### src/rtl/ac_frame_pkg.sv
package ac_frame_pkg;
   localparam int TAG_W      = 16;
   localparam int SLOT_W     = 20;
   localparam int NUM_SLOTS  = 12;
   localparam int NUM_FLAGS  = 4;
   localparam int IDX_W      = 7;
   localparam int CMD_DATA_W = 16;
   localparam int FRAME_BITS = TAG_W + NUM_SLOTS * SLOT_W;
   localparam int TAIL_BITS  = (NUM_SLOTS - NUM_FLAGS) * SLOT_W;
   localparam int CNT_W      = $clog2(FRAME_BITS);
endpackage

### src/rtl/ac_tag_build.sv
module ac_tag_build #(
   parameter int NFLAG = 4,
   parameter int TW    = 16
) (
   input  logic [NFLAG-1:0] slot_vld,
   output logic [TW-1:0]    tag
);
   localparam int PAD_W = TW - 1 - NFLAG;

   if (NFLAG < 1 || NFLAG > TW - 1) begin : g_bad_cfg
      $error("ac_tag_build: NFLAG out of range");
   end

   assign tag[TW-1] = |slot_vld;

   for (genvar i = 0; i < NFLAG; i++) begin : g_flag
      assign tag[TW-2-i] = slot_vld[i];
   end

   if (PAD_W > 0) begin : g_pad
      assign tag[PAD_W-1:0] = '0;
   end
endmodule

### src/rtl/ac_slot_pack.sv
module ac_slot_pack #(
   parameter int IN_W = 18,
   parameter int SW   = 20
) (
   input  logic            vld,
   input  logic [IN_W-1:0] din,
   output logic [SW-1:0]   dout
);
   localparam int FILL_W = SW - IN_W;

   if (IN_W < 1 || IN_W > SW) begin : g_bad_cfg
      $error("ac_slot_pack: IN_W must lie in 1..SW");
   end

   if (FILL_W == 0) begin : g_full
      assign dout = vld ? din : '0;
   end else begin : g_padded
      assign dout = vld ? {din, {FILL_W{1'b0}}} : '0;
   end
endmodule

### src/rtl/ac_cmd_addr.sv
module ac_cmd_addr #(
   parameter int IW = 7,
   parameter int SW = 20
) (
   input  logic          vld,
   input  logic          rd,
   input  logic [IW-1:0] idx,
   output logic [SW-1:0] dout
);
   localparam int RSV_W = SW - 1 - IW;

   if (RSV_W < 0) begin : g_bad_cfg
      $error("ac_cmd_addr: index does not fit in slot");
   end

   if (RSV_W == 0) begin : g_nores
      assign dout = vld ? {rd, idx} : '0;
   end else begin : g_res
      assign dout = vld ? {rd, idx, {RSV_W{1'b0}}} : '0;
   end
endmodule

### src/rtl/ac_frame_shift.sv
module ac_frame_shift #(
   parameter int FB  = 256,
   parameter int TW  = 16,
   parameter int CW  = 8
) (
   input  logic          clk,
   input  logic          rst_n,
   input  logic          start_req,
   input  logic [FB-1:0] frame_in,
   output logic          sdo,
   output logic          sync,
   output logic          busy
);
   logic [FB-1:0] shreg;
   logic [CW-1:0] cnt;
   logic          last;
   logic          start;

   if ((1 << CW) < FB) begin : g_bad_cfg
      $error("ac_frame_shift: counter too narrow");
   end

   assign last  = busy && (cnt == CW'(FB - 1));
   assign start = start_req && (!busy || last);

   always_ff @(posedge clk) begin
      if (!rst_n) begin
         shreg <= '0;
         cnt   <= '0;
         busy  <= 1'b0;
      end else if (start) begin
         shreg <= frame_in;
         cnt   <= '0;
         busy  <= 1'b1;
      end else if (busy) begin
         shreg <= {shreg[FB-2:0], 1'b0};
         if (last) begin
            cnt  <= '0;
            busy <= 1'b0;
         end else begin
            cnt <= cnt + 1'b1;
         end
      end
   end

   assign sdo  = shreg[FB-1];
   assign sync = busy && (cnt < CW'(TW));
endmodule

### src/rtl/ac_frame_tx.sv
module ac_frame_tx
   import ac_frame_pkg::*;
#(
   parameter int SAMPLE_W = 18
) (
   input  logic                  clk,
   input  logic                  rst_n,
   input  logic                  frame_req,
   input  logic                  cmd_req,
   input  logic                  cmd_rd,
   input  logic [IDX_W-1:0]      cmd_idx,
   input  logic [CMD_DATA_W-1:0] cmd_data,
   input  logic                  pcm_l_vld,
   input  logic [SAMPLE_W-1:0]   pcm_l,
   input  logic                  pcm_r_vld,
   input  logic [SAMPLE_W-1:0]   pcm_r,
   output logic                  sdo,
   output logic                  sync
);
   logic [NUM_FLAGS-1:0]  slot_vld;
   logic [TAG_W-1:0]      tag;
   logic [SLOT_W-1:0]     s_addr, s_wdat, s_left, s_right;
   logic [FRAME_BITS-1:0] frame_vec;
   logic                  busy;

   assign slot_vld = {pcm_r_vld, pcm_l_vld, cmd_req & ~cmd_rd, cmd_req};

   ac_tag_build #(.NFLAG(NUM_FLAGS), .TW(TAG_W)) u_tag (
      .slot_vld (slot_vld),
      .tag      (tag)
   );

   ac_cmd_addr #(.IW(IDX_W), .SW(SLOT_W)) u_addr (
      .vld  (slot_vld[0]),
      .rd   (cmd_rd),
      .idx  (cmd_idx),
      .dout (s_addr)
   );

   ac_slot_pack #(.IN_W(CMD_DATA_W), .SW(SLOT_W)) u_wdat (
      .vld  (slot_vld[1]),
      .din  (cmd_data),
      .dout (s_wdat)
   );

   ac_slot_pack #(.IN_W(SAMPLE_W), .SW(SLOT_W)) u_left (
      .vld  (slot_vld[2]),
      .din  (pcm_l),
      .dout (s_left)
   );

   ac_slot_pack #(.IN_W(SAMPLE_W), .SW(SLOT_W)) u_right (
      .vld  (slot_vld[3]),
      .din  (pcm_r),
      .dout (s_right)
   );

   assign frame_vec = {tag, s_addr, s_wdat, s_left, s_right, {TAIL_BITS{1'b0}}};

   ac_frame_shift #(.FB(FRAME_BITS), .TW(TAG_W), .CW(CNT_W)) u_shift (
      .clk       (clk),
      .rst_n     (rst_n),
      .start_req (frame_req),
      .frame_in  (frame_vec),
      .sdo       (sdo),
      .sync      (sync),
      .busy      (busy)
   );
endmodule

### config.mk
export PLATFORM = sky130hd
export DESIGN_NAME = ac_frame_tx
export DESIGN_NICKNAME = d
export VERILOG_FILES = /design/src/rtl/ac_frame_pkg.sv /design/src/rtl/ac_tag_build.sv /design/src/rtl/ac_slot_pack.sv /design/src/rtl/ac_cmd_addr.sv /design/src/rtl/ac_frame_shift.sv /design/src/rtl/ac_frame_tx.sv
export SDC_FILE = /design/constraint.sdc
export NUM_CORES = 1
export LEC_CHECK = 0
export ABC_CLOCK_PERIOD_IN_PS = 2200
export BUFFER_PORTS_ARGS = -buffer_cell sky130_fd_sc_hd__buf_2
export CAP_MARGIN = 0
export CORE_ASPECT_RATIO = 1.75
export CORE_UTILIZATION = 55
export DETAILED_ROUTE_END_ITERATION = 8
export HOLD_SLACK_MARGIN = 0.05
export PLACE_DENSITY = 0.78
export SYNTH_ARGS = -nofsm -noshare
export SYNTH_HDL_FRONTEND = slang
export SYNTH_SLANG_ARGS = --single-unit
### constraint.sdc
create_clock -name clk -period 2.2 [get_ports clk]
set_input_delay 0.44 -clock clk [delete_from_list [all_inputs] [get_ports clk]]
set_output_delay 0.44 -clock clk [all_outputs]
set_load 0.005 [all_outputs]
==> reports/results.tsv, run 1 <==
stage	metric	value	unit
yosys	Simple-Gate Fraction of Synth Area	15.2	%
drt	DR vias	3221	
pwr	Pleak	0.00204	uW
clocking	postcts setup bufs	0	
timing	final setup fails	0	
yosys	Post-synth top cells	dfxtp_1, and3_1, a221o_1	
yosys	asr flop ratio synth	0	%
cells_and_area	fin nets	500	
yosys	XOR/XNOR share of the synthesized area	1.28	%
yosys	Synth Flop Type	dfxtp_1	
clocking	clk sinks	104	
yosys	Syn Area/Cell	10.6	um2
clocking	Hold-fix buffers, CTS	0	
critical_path	CP startpoint kind	flop	
die	Initial Utilization	56.7	%
global_route	GR Util met3	5.37	%
global_route	initial antenna violation count	0	
yosys	Post-synth EDFFs	0	
critical_path	Crit Path Category	flop to flop	
global_route	first-pass GRT wire length	13900	um
die	Die H	116	um
pwr	pwr dens	803	mW/mm2
placed_design	I/O Buffers	67	
cells_and_area	# fillers	586	
yosys	Post-Synthesis Cells	386	
clocking	CTS tree	done	
global_route	met1 Resource Use GR	26.8	%
die	Core Area	0.00723	mm2
cells_and_area	Area Growth Syn to Fin	13.6	%
yosys	Yosys Warn Count	0	
min_path	Tightest Hold Check Type	input pin to flop	
timing	setup TNS	0	ns
pwr	VDD IR max	0.435	mV
timing	max-slew violations	0	
clocking	post-cts sizing count	0	
cells_and_area	# diodes	0	
timing	crit share post-route	87.9	%
clocking	Reg clk slew, reported paths	0.07	ns
global_route	largest net degree at the start of global routing	63	
yosys	Synth area leaders	dfxtp_1, a221o_1, and3_1, a22o_1, nor2_1	
drt	via/cell ratio	6.15	
global_route	vias in the first global route	3134	
critical_path	Worst R2R Setup Slack	0.27	ns
pwr	total power after layout	3740	uW
yosys	mux contribution to synthesized area	3.17	%
timing	final hold vios	0	
critical_path	CP endpoint kind	flop	
drt	DRC violation count after routing	0	
global_route	GRT overflow	0	
die	# IOs	68	
global_route	most used routing layer	met2	
global_route	total track usage	23.4	%
critical_path	WP data arrival	2.16	ns
yosys	Yosys top cell by area	dfxtp_1	
die	die area	0.00782	mm2
timing	max_slew headroom	57.1	%
die	Die Width	67.3	um
timing	worst slew pin tran	0.644	ns
yosys	Yosys top cell area share	50.8	%
yosys	synthesized flop and latch total	104	
drt	Pre-antenna DRT Iters	4	
timing	post-route minimum period	1.93	ns
run	max cap viols	0	
clocking	clock latency on the worst-skew pair	0.34	ns
yosys	Seq/Total Area, Yosys	50.8	%
status	outcome	completed	
placed_design	HPWL after detailed placement	5740	um
placed_design	DP Worst Slack	0.280	ns
clocking	Root Driver	clkbuf_16	
drt	routed len/inst	16.5	um
drt	DRT iter0 DRCs	165	
yosys	most common cell in the netlist	dfxtp_1	
clocking	clock tree buffer depth	2	
drt	final antenna-violating net count	0	
placed_design	Placer Congestion	0.883	
yosys	Synth Cell Area	0.00410	mm2
yosys	largest family of logic cells by synthesized area	compound AO/OA/AOI/OAI gates	
yosys	Synth Area in Compound Gates	23.3	%
timing	Max Clock Freq	517	MHz
critical_path	CP required	2.42	ns
yosys	Mapped Nets	453	
clocking	TritonCTS Buffers	9	
timing	Setup WS post-layout	0.267	ns
yosys	Synth Area in Adders	0.305	%
timing	Worst Skew	0.00657	ns
clocking	CTS H-tree depth	3	
timing	RSZ-0062 raised after global routing	no	
yosys	post-synthesis cell type count	37	
drt	drt total wl	8650	um
global_route	Global Route met2 Usage	38.9	%
cells_and_area	layout cells sized above 1	22.6	%
critical_path	CP max FO	62	
die	Rows	41	
-- layout make-up --
type / instances / area (um2) / share of cell area, %
Clock buffer: 14 / 264 / 5.67
Clock inverter: 2 / 13.8 / 0.295
Multi-Input combinational cell: 241 / 1780 / 38.2
Sequential cell: 104 / 2080 / 44.7
Tap cell: 86 / 108 / 2.31
Timing Repair Buffer: 77 / 410 / 8.81
-- critical path, cell delays in order, from the launching register on --
cell and delay [ns]:
dfxtp_1 0.37, ha_1 0.27, and4_4 0.28, nand2_2 0.08, and3_4 0.39, a221o_1 0.42
-- cells in the final DEF, fill, tap and decap left out, types with 2 or more instances in the layout --
| cell | n |
|---|---|
| a22o_1 | 16 |
| and3_1 | 47 |
| o21a_1 | 2 |
| xnor2_1 | 2 |
| a221o_1 | 46 |
| clkbuf_16 | 9 |
| nand3_1 | 11 |
| a21boi_0 | 9 |
| mux2i_1 | 13 |
| xor2_1 | 4 |
| clkbuf_1 | 3 |
| buf_2 | 67 |
| nand4_1 | 4 |
| nor2_1 | 34 |
| and3_4 | 3 |
| buf_4 | 10 |
| o221ai_1 | 9 |
| nor2b_1 | 4 |
| a32oi_1 | 12 |
| nand2_1 | 4 |
| clkbuf_8 | 2 |
| a21oi_1 | 6 |
| dfxtp_1 | 104 |
-- where the power goes --
part / switching, uW / leakage [uW] / total [uW] / internal [uW]
clock network: 649 / 0.000137 / 1480 / 831
logic: 157 / 0.00106 / 283 / 126
registers: 34.7 / 0.000845 / 1980 / 1940
total: 841 / 0.00204 / 3740 / 2900
-- state kept, by name (all words and copies together), names as in the netlist --
signal         count
u_shift.cnt        8
u_shift.busy       1
u_shift.shreg     95
-- final timing paths --
check,depth (start not counted),start,to
max,5,u_shift.cnt[0]$_SDFFE_PP0P_,u_shift.shreg[172]$_SDFFE_PN0P_
min,2,pcm_l[12],u_shift.shreg[194]$_SDFFE_PN0P_
max reg2reg,5,u_shift.cnt[0]$_SDFFE_PP0P_,u_shift.shreg[172]$_SDFFE_PN0P_
min reg2reg,1,u_shift.shreg[221]$_SDFFE_PN0P_,u_shift.shreg[222]$_SDFFE_PN0P_
-- per-stage QoR --
stage	std cells	util (%)	area [um2]	hold slack [ns]
floorplan	386	-	4100	0.434
global placement	508	60.6	4380	0.453
detailed placement	508	60.6	4380	0.455
CTS	524	64.4	4660	0.311
global route	524	64.4	4660	0.312
finish	524	64.4	4660	0.319
-- kinds of logic (layout without fill, tap and decap cells) --
family / count (synthesis) / after routing
buffers and inverters: 41 / 93
AOI/OAI and AO/OA: 107 / 107
DFF: 104 / 104
and+or+nand+nor: 114 / 114
muxes: 13 / 13
adders and majority gates: 1 / 1
xor gates and xnor gates: 6 / 6
-- layer usage --
metal	routed length (um)	share of wire, %	vias to the layer above
met5	0	0	-
li1	-	-	1576
met3	435	5.0	21
met2	4350	50	85
met4	259	3.0	0
met1	3610	42	1539
No activity file was read; power rests on OpenSTA's default activity.
==> inputs of run 2 (changes only) <==
- ABC_CLOCK_PERIOD_IN_PS: 2200 -> 1700
- CORE_UTILIZATION: 55 -> 50
- PLACE_DENSITY: 0.78 -> 0.75
- clock period: 2.2 -> 1.7 ns (I/O delays scaled with it)
==> run 2 against run 1 <==
Net effect:
- critical path depth stayed put
- largest power group unchanged
- hold slack worse by 0.10 ns
- sequential power is 29% higher
- die area is 9.8% higher
- power is 29% higher
- core utilization is 4.5 points lower
- clock power is 26% higher
- critical endpoint is now u_shift.shreg[173]$_SDFFE_PN0P_
- non-clock buffer count is 11 higher
- critical path type unchanged
- the flow now finishes with violations (design-rule violations)
- combinational power is 36% higher
==> reports/results.tsv, run 2 (synthesis results as in run 1) <==
stage	metric	value	unit
drt	via/cell ratio	6.07	
status	failing checks	design-rule violations	
global_route	GRT overflow	0	
cells_and_area	most common cell after layout, fill and taps aside	dfxtp_1	
cells_and_area	Area Growth Syn to Fin	16.4	%
clocking	clock tree buffer depth	2	
clocking	clock latency on the worst-skew pair	0.34	ns
die	Die H	122	um
timing	max_slew headroom	66.1	%
placed_design	placed cell areas	0.00448	mm2
global_route	total track usage	22.1	%
status	outcome	finished with violations	
pwr	VDD IR max	0.687	mV
clocking	CTS tree	done	
drt	Pre-antenna DRT Iters	7	
timing	post-route minimum period	1.63	ns
run	max cap viols	0	
placed_design	HPWL after detailed placement	5910	um
timing	Worst Skew	0.00352	ns
clocking	postcts setup bufs	0	
clocking	CTS H-tree depth	3	
cells_and_area	Finished Cell Area	0.00477	mm2
placed_design	DP Worst Slack	-0.0255	ns
drt	drt total wl	9030	um
critical_path	CP required	1.93	ns
timing	Max Clock Freq	614	MHz
drt	DRC violation count after routing	10	
die	Core Area	0.00796	mm2
global_route	first-pass GRT wire length	14700	um
cells_and_area	register name with the most flops	u_shift.shreg	
drt	DRT iter0 DRCs	224	
pwr	Pleak	0.00210	uW
drt	final antenna-violating net count	0	
cells_and_area	# diodes	0	
critical_path	WP data arrival	1.86	ns
clocking	Reg clk slew, reported paths	0.07	ns
clocking	clk sinks	104	
cells_and_area	layout cells sized above 1	26.1	%
die	Die Width	70.5	um
drt	DR vias	3274	
placed_design	I/O Buffers	67	
timing	RSZ-0062 raised after global routing	no	
pwr	pwr dens	1010	mW/mm2
critical_path	CP endpoint kind	flop	
critical_path	Crit Path Category	flop to flop	
timing	max-slew violations	0	
global_route	vias in the first global route	3260	
placed_design	Placer Congestion	0.853	
cells_and_area	commonest non-fill, non-tap cells in the layout	dfxtp_1, buf_2, and3_1, a221o_1, nor2_1	
min_path	Tightest Hold Check Type	input pin to flop	
drt	routed len/inst	16.8	um
critical_path	CP startpoint kind	flop	
timing	Setup WS post-layout	0.0719	ns
die	Rows	43	
timing	crit share post-route	95.8	%
clocking	Root Driver	clkbuf_16	
timing	worst slew pin tran	0.507	ns
die	die area	0.00858	mm2
critical_path	CP max FO	31	
timing	final hold vios	0	
cells_and_area	max FFs per register	95	
timing	worst hold slack	0.218	ns
timing	final setup fails	0	
clocking	TritonCTS Buffers	9	
global_route	largest net degree at the start of global routing	63	
cells_and_area	largest registers	u_shift.shreg x95, u_shift.cnt x8, u_shift.busy x1	
cells_and_area	fin nets	512	
die	Initial Utilization	51.5	%
die	# IOs	68	
timing	setup TNS	0	ns
global_route	initial antenna violation count	0	
-- run 2: changes by cell type in the layout (fill, tap and decap cells not counted), sizes merged --
cell / before / now
clkinv: 2 / 3
buf: 77 / 88
and3: 50 / 51
clkbuf: 14 / 12
-- run 2: critical path: stages (launching register included) --
cell and delay [ns]:
dfxtp_2 0.36, ha_4 0.14, and4_4 0.23, nand2_2 0.08
and3_4 0.31, a221o_1 0.39
-- run 2: routing by layer --
metal | share of wire, % | global-route usage, %
met1 | 42 | 24.4
met5 | 0 | 0
met3 | 3.7 | 4.63
met4 | 3.3 | 12.5
met2 | 51 | 38.8
-- run 2: power by group --
group | total [uW] | internal (uW) | switching (uW)
combinational | 385 | 173 | 213
clock | 1870 | 1020 | 845
sequential | 2560 | 2510 | 43.5
total | 4810 | 3710 | 1100
-- run 2: metrics by stage --
stage / instances / power (uW) / utilization (%)
after global placement: 523 / 2970 / 56.3
after floorplan: 386 / 2840 / -
after detailed placement: 523 / 2990 / 56.3
final: 539 / 4810 / 59.9
after global routing: 539 / 5010 / 59.9
after CTS: 538 / 4850 / 59.6
-- run 2: area by class of cell --
type,count,area [um2]
Fill cell,692,3190
Clock buffer,12,246
Sequential cell,104,2090
Timing Repair Buffer,88,497
Clock inverter,3,18.8
Multi-Input combinational cell,242,1810
Tap cell,90,113
-- run 2: worst paths after layout --
kind                            cells past startpoint                              end  slack, ns                            start
worst max-delay path                                5  u_shift.shreg[173]$_SDFFE_PN0P_       0.07      u_shift.cnt[1]$_SDFFE_PP0P_
worst min-delay path                                2  u_shift.shreg[185]$_SDFFE_PN0P_       0.22                         pcm_l[3]
worst max register to register                      5  u_shift.shreg[173]$_SDFFE_PN0P_       0.07      u_shift.cnt[1]$_SDFFE_PP0P_
worst min register to register                      1  u_shift.shreg[222]$_SDFFE_PN0P_       0.47  u_shift.shreg[221]$_SDFFE_PN0P_
-- run 2: timing repair --
| action | in CTS | in global routing |
|---|---|---|
| cloned | 0 | 1 |
| pin swaps | 8 | 0 |
| hold buffers | 0 | 0 |
| setup endpoints to repair | 44 | 62 |
| gates resized for setup | 0 | 6 |
==> inputs of run 3 (changes only) <==
- ABC_AREA: unset -> 1
- CORE_UTILIZATION: 50 -> 52
- PLACE_DENSITY: 0.75 -> 0.76
==> run 3 against run 2 <==
Net effect:
- synthesized cell count grew 95%
- sequential power hardly changed
- hold slack improved by 0.062 ns
- largest cell class is now multi-input combinational cells
- synthesized area increased by 20%
- the flow now finishes without violations
==> reports/results.tsv, run 3 <==
stage	metric	value	unit
die	die area	0.00985	mm2
min_path	Tightest Hold Check Type	input pin to flop	
yosys	Post-synth EDFFs	0	
drt	DR vias	4907	
global_route	largest net degree at the start of global routing	52	
pwr	switching power	1360	uW
critical_path	Crit-path slowest cell	nor4_1	
placed_design	HPWL after detailed placement	7310	um
clocking	Hold-fix buffers, CTS	0	
yosys	Syn Area/Cell	6.52	um2
cells_and_area	layout cells sized above 1	14.3	%
yosys	synthesized flop and latch total	104	
timing	Worst Skew	0.00839	ns
timing	worst hold slack	0.280	ns
cells_and_area	max FFs per register	95	
timing	worst slew pin tran	0.469	ns
yosys	Yosys top cell area share	42.4	%
timing	Max Clock Freq	615	MHz
pwr	VDD IR max	0.606	mV
yosys	Synth area leaders	dfxtp_1, nand2_1, nand3_1, nor2_1, a21oi_1	
drt	Pre-antenna DRT Iters	4	
die	Core Area	0.00909	mm2
critical_path	Reg2Reg Depth	9	
critical_path	max incr delay on CP	0.32	ns
placed_design	placed cell areas	0.00534	mm2
die	Rows	46	
critical_path	CP startpoint kind	flop	
timing	post-route minimum period	1.63	ns
cells_and_area	final cell count without fillers	923	
clocking	clock tree buffer depth	2	
status	outcome	completed	
critical_path	CP max FO	5	
clocking	CTS tree	done	
clocking	Root Driver	clkbuf_16	
cells_and_area	commonest non-fill, non-tap cells in the layout	nand2_1, nand3_1, dfxtp_1	
clocking	CTS H-tree depth	3	
die	# IOs	68	
critical_path	CP required	1.36	ns
clocking	postcts setup bufs	0	
cells_and_area	register name with the most flops	u_shift.shreg	
die	Die H	131	um
cells_and_area	fin nets	865	
global_route	initial antenna violation count	0	
critical_path	r2r endpoint	u_shift.shreg[178]$_SDFFE_PN0P_	
min_path	HP Start	cmd_data[10]	
die	Initial Utilization	54.0	%
placed_design	Placer Congestion	0.776	
timing	crit share post-route	95.7	%
critical_path	CP cell instances	buf_4, nor4_1, buf_2	
drt	DRT iter0 DRCs	264	
clocking	clock latency on the worst-skew pair	0.34	ns
min_path	Hold EP	u_shift.shreg[214]$_SDFFE_PN0P_	
yosys	most common cell in the netlist	nand2_1	
yosys	Synth Cell Area	0.00491	mm2
cells_and_area	largest registers	u_shift.shreg x95, u_shift.cnt x8, u_shift.busy x1	
placed_design	I/O Buffers	67	
yosys	Yosys top cell by area	dfxtp_1	
global_route	vias in the first global route	4466	
cells_and_area	most common cell after layout, fill and taps aside	nand2_1	
critical_path	WP data arrival	1.29	ns
pwr	Logic pwr share	12.6	%
yosys	Mapped Nets	820	
pwr	cell internal pwr	4220	uW
timing	final hold vios	0	
cells_and_area	Area Growth Syn to Fin	18.3	%
critical_path	Crit Path Category	flop to output pin	
yosys	post-synthesis cell type count	23	
pwr	Pleak	0.00270	uW
clocking	Reg clk slew, reported paths	0.06	ns
placed_design	DP Worst Slack	0.0537	ns
critical_path	Worst Setup SP	u_shift.cnt[4]$_SDFFE_PP0P_	
global_route	first-pass GRT wire length	19300	um
timing	Setup WS post-layout	0.0735	ns
clocking	clk sinks	104	
cells_and_area	Finished Cell Area	0.00581	mm2
pwr	pwr dens	961	mW/mm2
pwr	Seq pwr share	46.4	%
critical_path	reg2reg start	u_shift.cnt[0]$_SDFFE_PP0P_	
yosys	Seq/Total Area, Yosys	42.4	%
placed_design	placed insts	904	
drt	drt total wl	11900	um
yosys	Post-synth top cells	nand2_1, nand3_1, dfxtp_1	
drt	routed len/inst	12.9	um
die	Die Width	75.5	um
critical_path	Worst R2R Setup Slack	0.10	ns
min_path	Hold Crit Depth	3	
cells_and_area	Finished Core Util	63.9	%
timing	final setup fails	0	
drt	DRC violation count after routing	0	
clocking	TritonCTS Buffers	9	
timing	max_slew headroom	68.7	%
pwr	Net Sw Frac	24.5	%
critical_path	CP endpoint kind	output pin	
run	max cap viols	0	
yosys	Synth Flop Type	dfxtp_1	
timing	max-slew violations	0	
yosys	asr flop ratio synth	0	%
global_route	GRT overflow	0	
yosys	Yosys Warn Count	0	
global_route	total track usage	25.0	%
drt	final antenna-violating net count	0	
pwr	clock share of power	41.0	%
cells_and_area	# fillers	844	
cells_and_area	# diodes	0	
yosys	Post-Synthesis Cells	753	
drt	via/cell ratio	5.32	
-- run 3: cell types whose count changed in the layout (fill, tap and decap cells not counted), sizes merged, moves of 13 or more --
cell	delta
nand2	+308
nand3	+101
nor2	+16
a221o	-46
inv	+32
a21oi	+28
a22o	-16
mux2i	-13
o21ai	+21
and3	-51
-- run 3: power by group through the flow --
stage	sequential [uW]	clock, uW	combinational, uW
after floorplan	2620	0	454
after global placement	2640	0	637
after detailed placement	2640	0	650
after CTS	2590	2320	653
after global routing	2600	2420	788
final	2590	2290	704
-- run 3: cells by family after synthesis --
group / synth area share, %
AND/OR/NAND/NOR: 41.4
flip-flops: 42.4
buffers and inverters: 8.03
AO/OA/AOI/OAI: 7.21
XOR/XNOR: 0.714
adder cells (fa/ha/maj): 0.255
-- run 3: layer usage --
| metal | share of wire, % | up-vias | GRT usage (%) | routed length, um |
|---|---|---|---|---|
| met1 | 42 | 2293 | 30.3 | 5060 |
| met4 | 2.1 | 0 | 9.04 | 255 |
| met3 | 3.7 | 18 | 3.76 | 437 |
| li1 | - | 2489 | - | - |
| met2 | 52 | 107 | 44.0 | 6190 |
| met5 | 0 | - | 0 | 0 |
-- run 3: repair_timing --
item	4_1_cts	5_1_grt
resized for setup	0	13
endpoints found under the setup margin	0	91
endpoints found under the hold margin	0	0
-- run 3: worst max-delay path, delay by kind of cell (launching register included) --
| family | cells | cell delay, ns |
|---|---|---|
| flops | 1 | 0.31 |
| simple gates | 1 | 0.32 |
| buf+inv | 2 | 0.32 |
-- run 3: area by class of cell --
cell class                 instances  area, um2  area share (%)
clock inverter                     2       60.1            1.03
tap                              120        150            2.58
sequential                       104       2090            35.9
clock buffer                      14        274            4.72
multi-input combinational        561       2470            42.5
inverter                          33        124            2.13
timing repair buffer              89        643            11.1
-- run 3: stage by stage --
step,TNS (ns),power (uW)
final,0,5580
after global routing,-0.00547,5810
after CTS,0,5560
after detailed placement,0,3290
after global placement,0,3270
after floorplan,0,3080
-- run 3: worst max-delay path by stage --
stage,cells past startpoint,to
CTS,3,sync
floorplan,5,sync
finish,3,sync
global placement,9,u_shift.shreg[251]$_SDFFE_PN0P_
global route,9,u_shift.shreg[178]$_SDFFE_PN0P_
detailed placement,9,u_shift.shreg[208]$_SDFFE_PN0P_
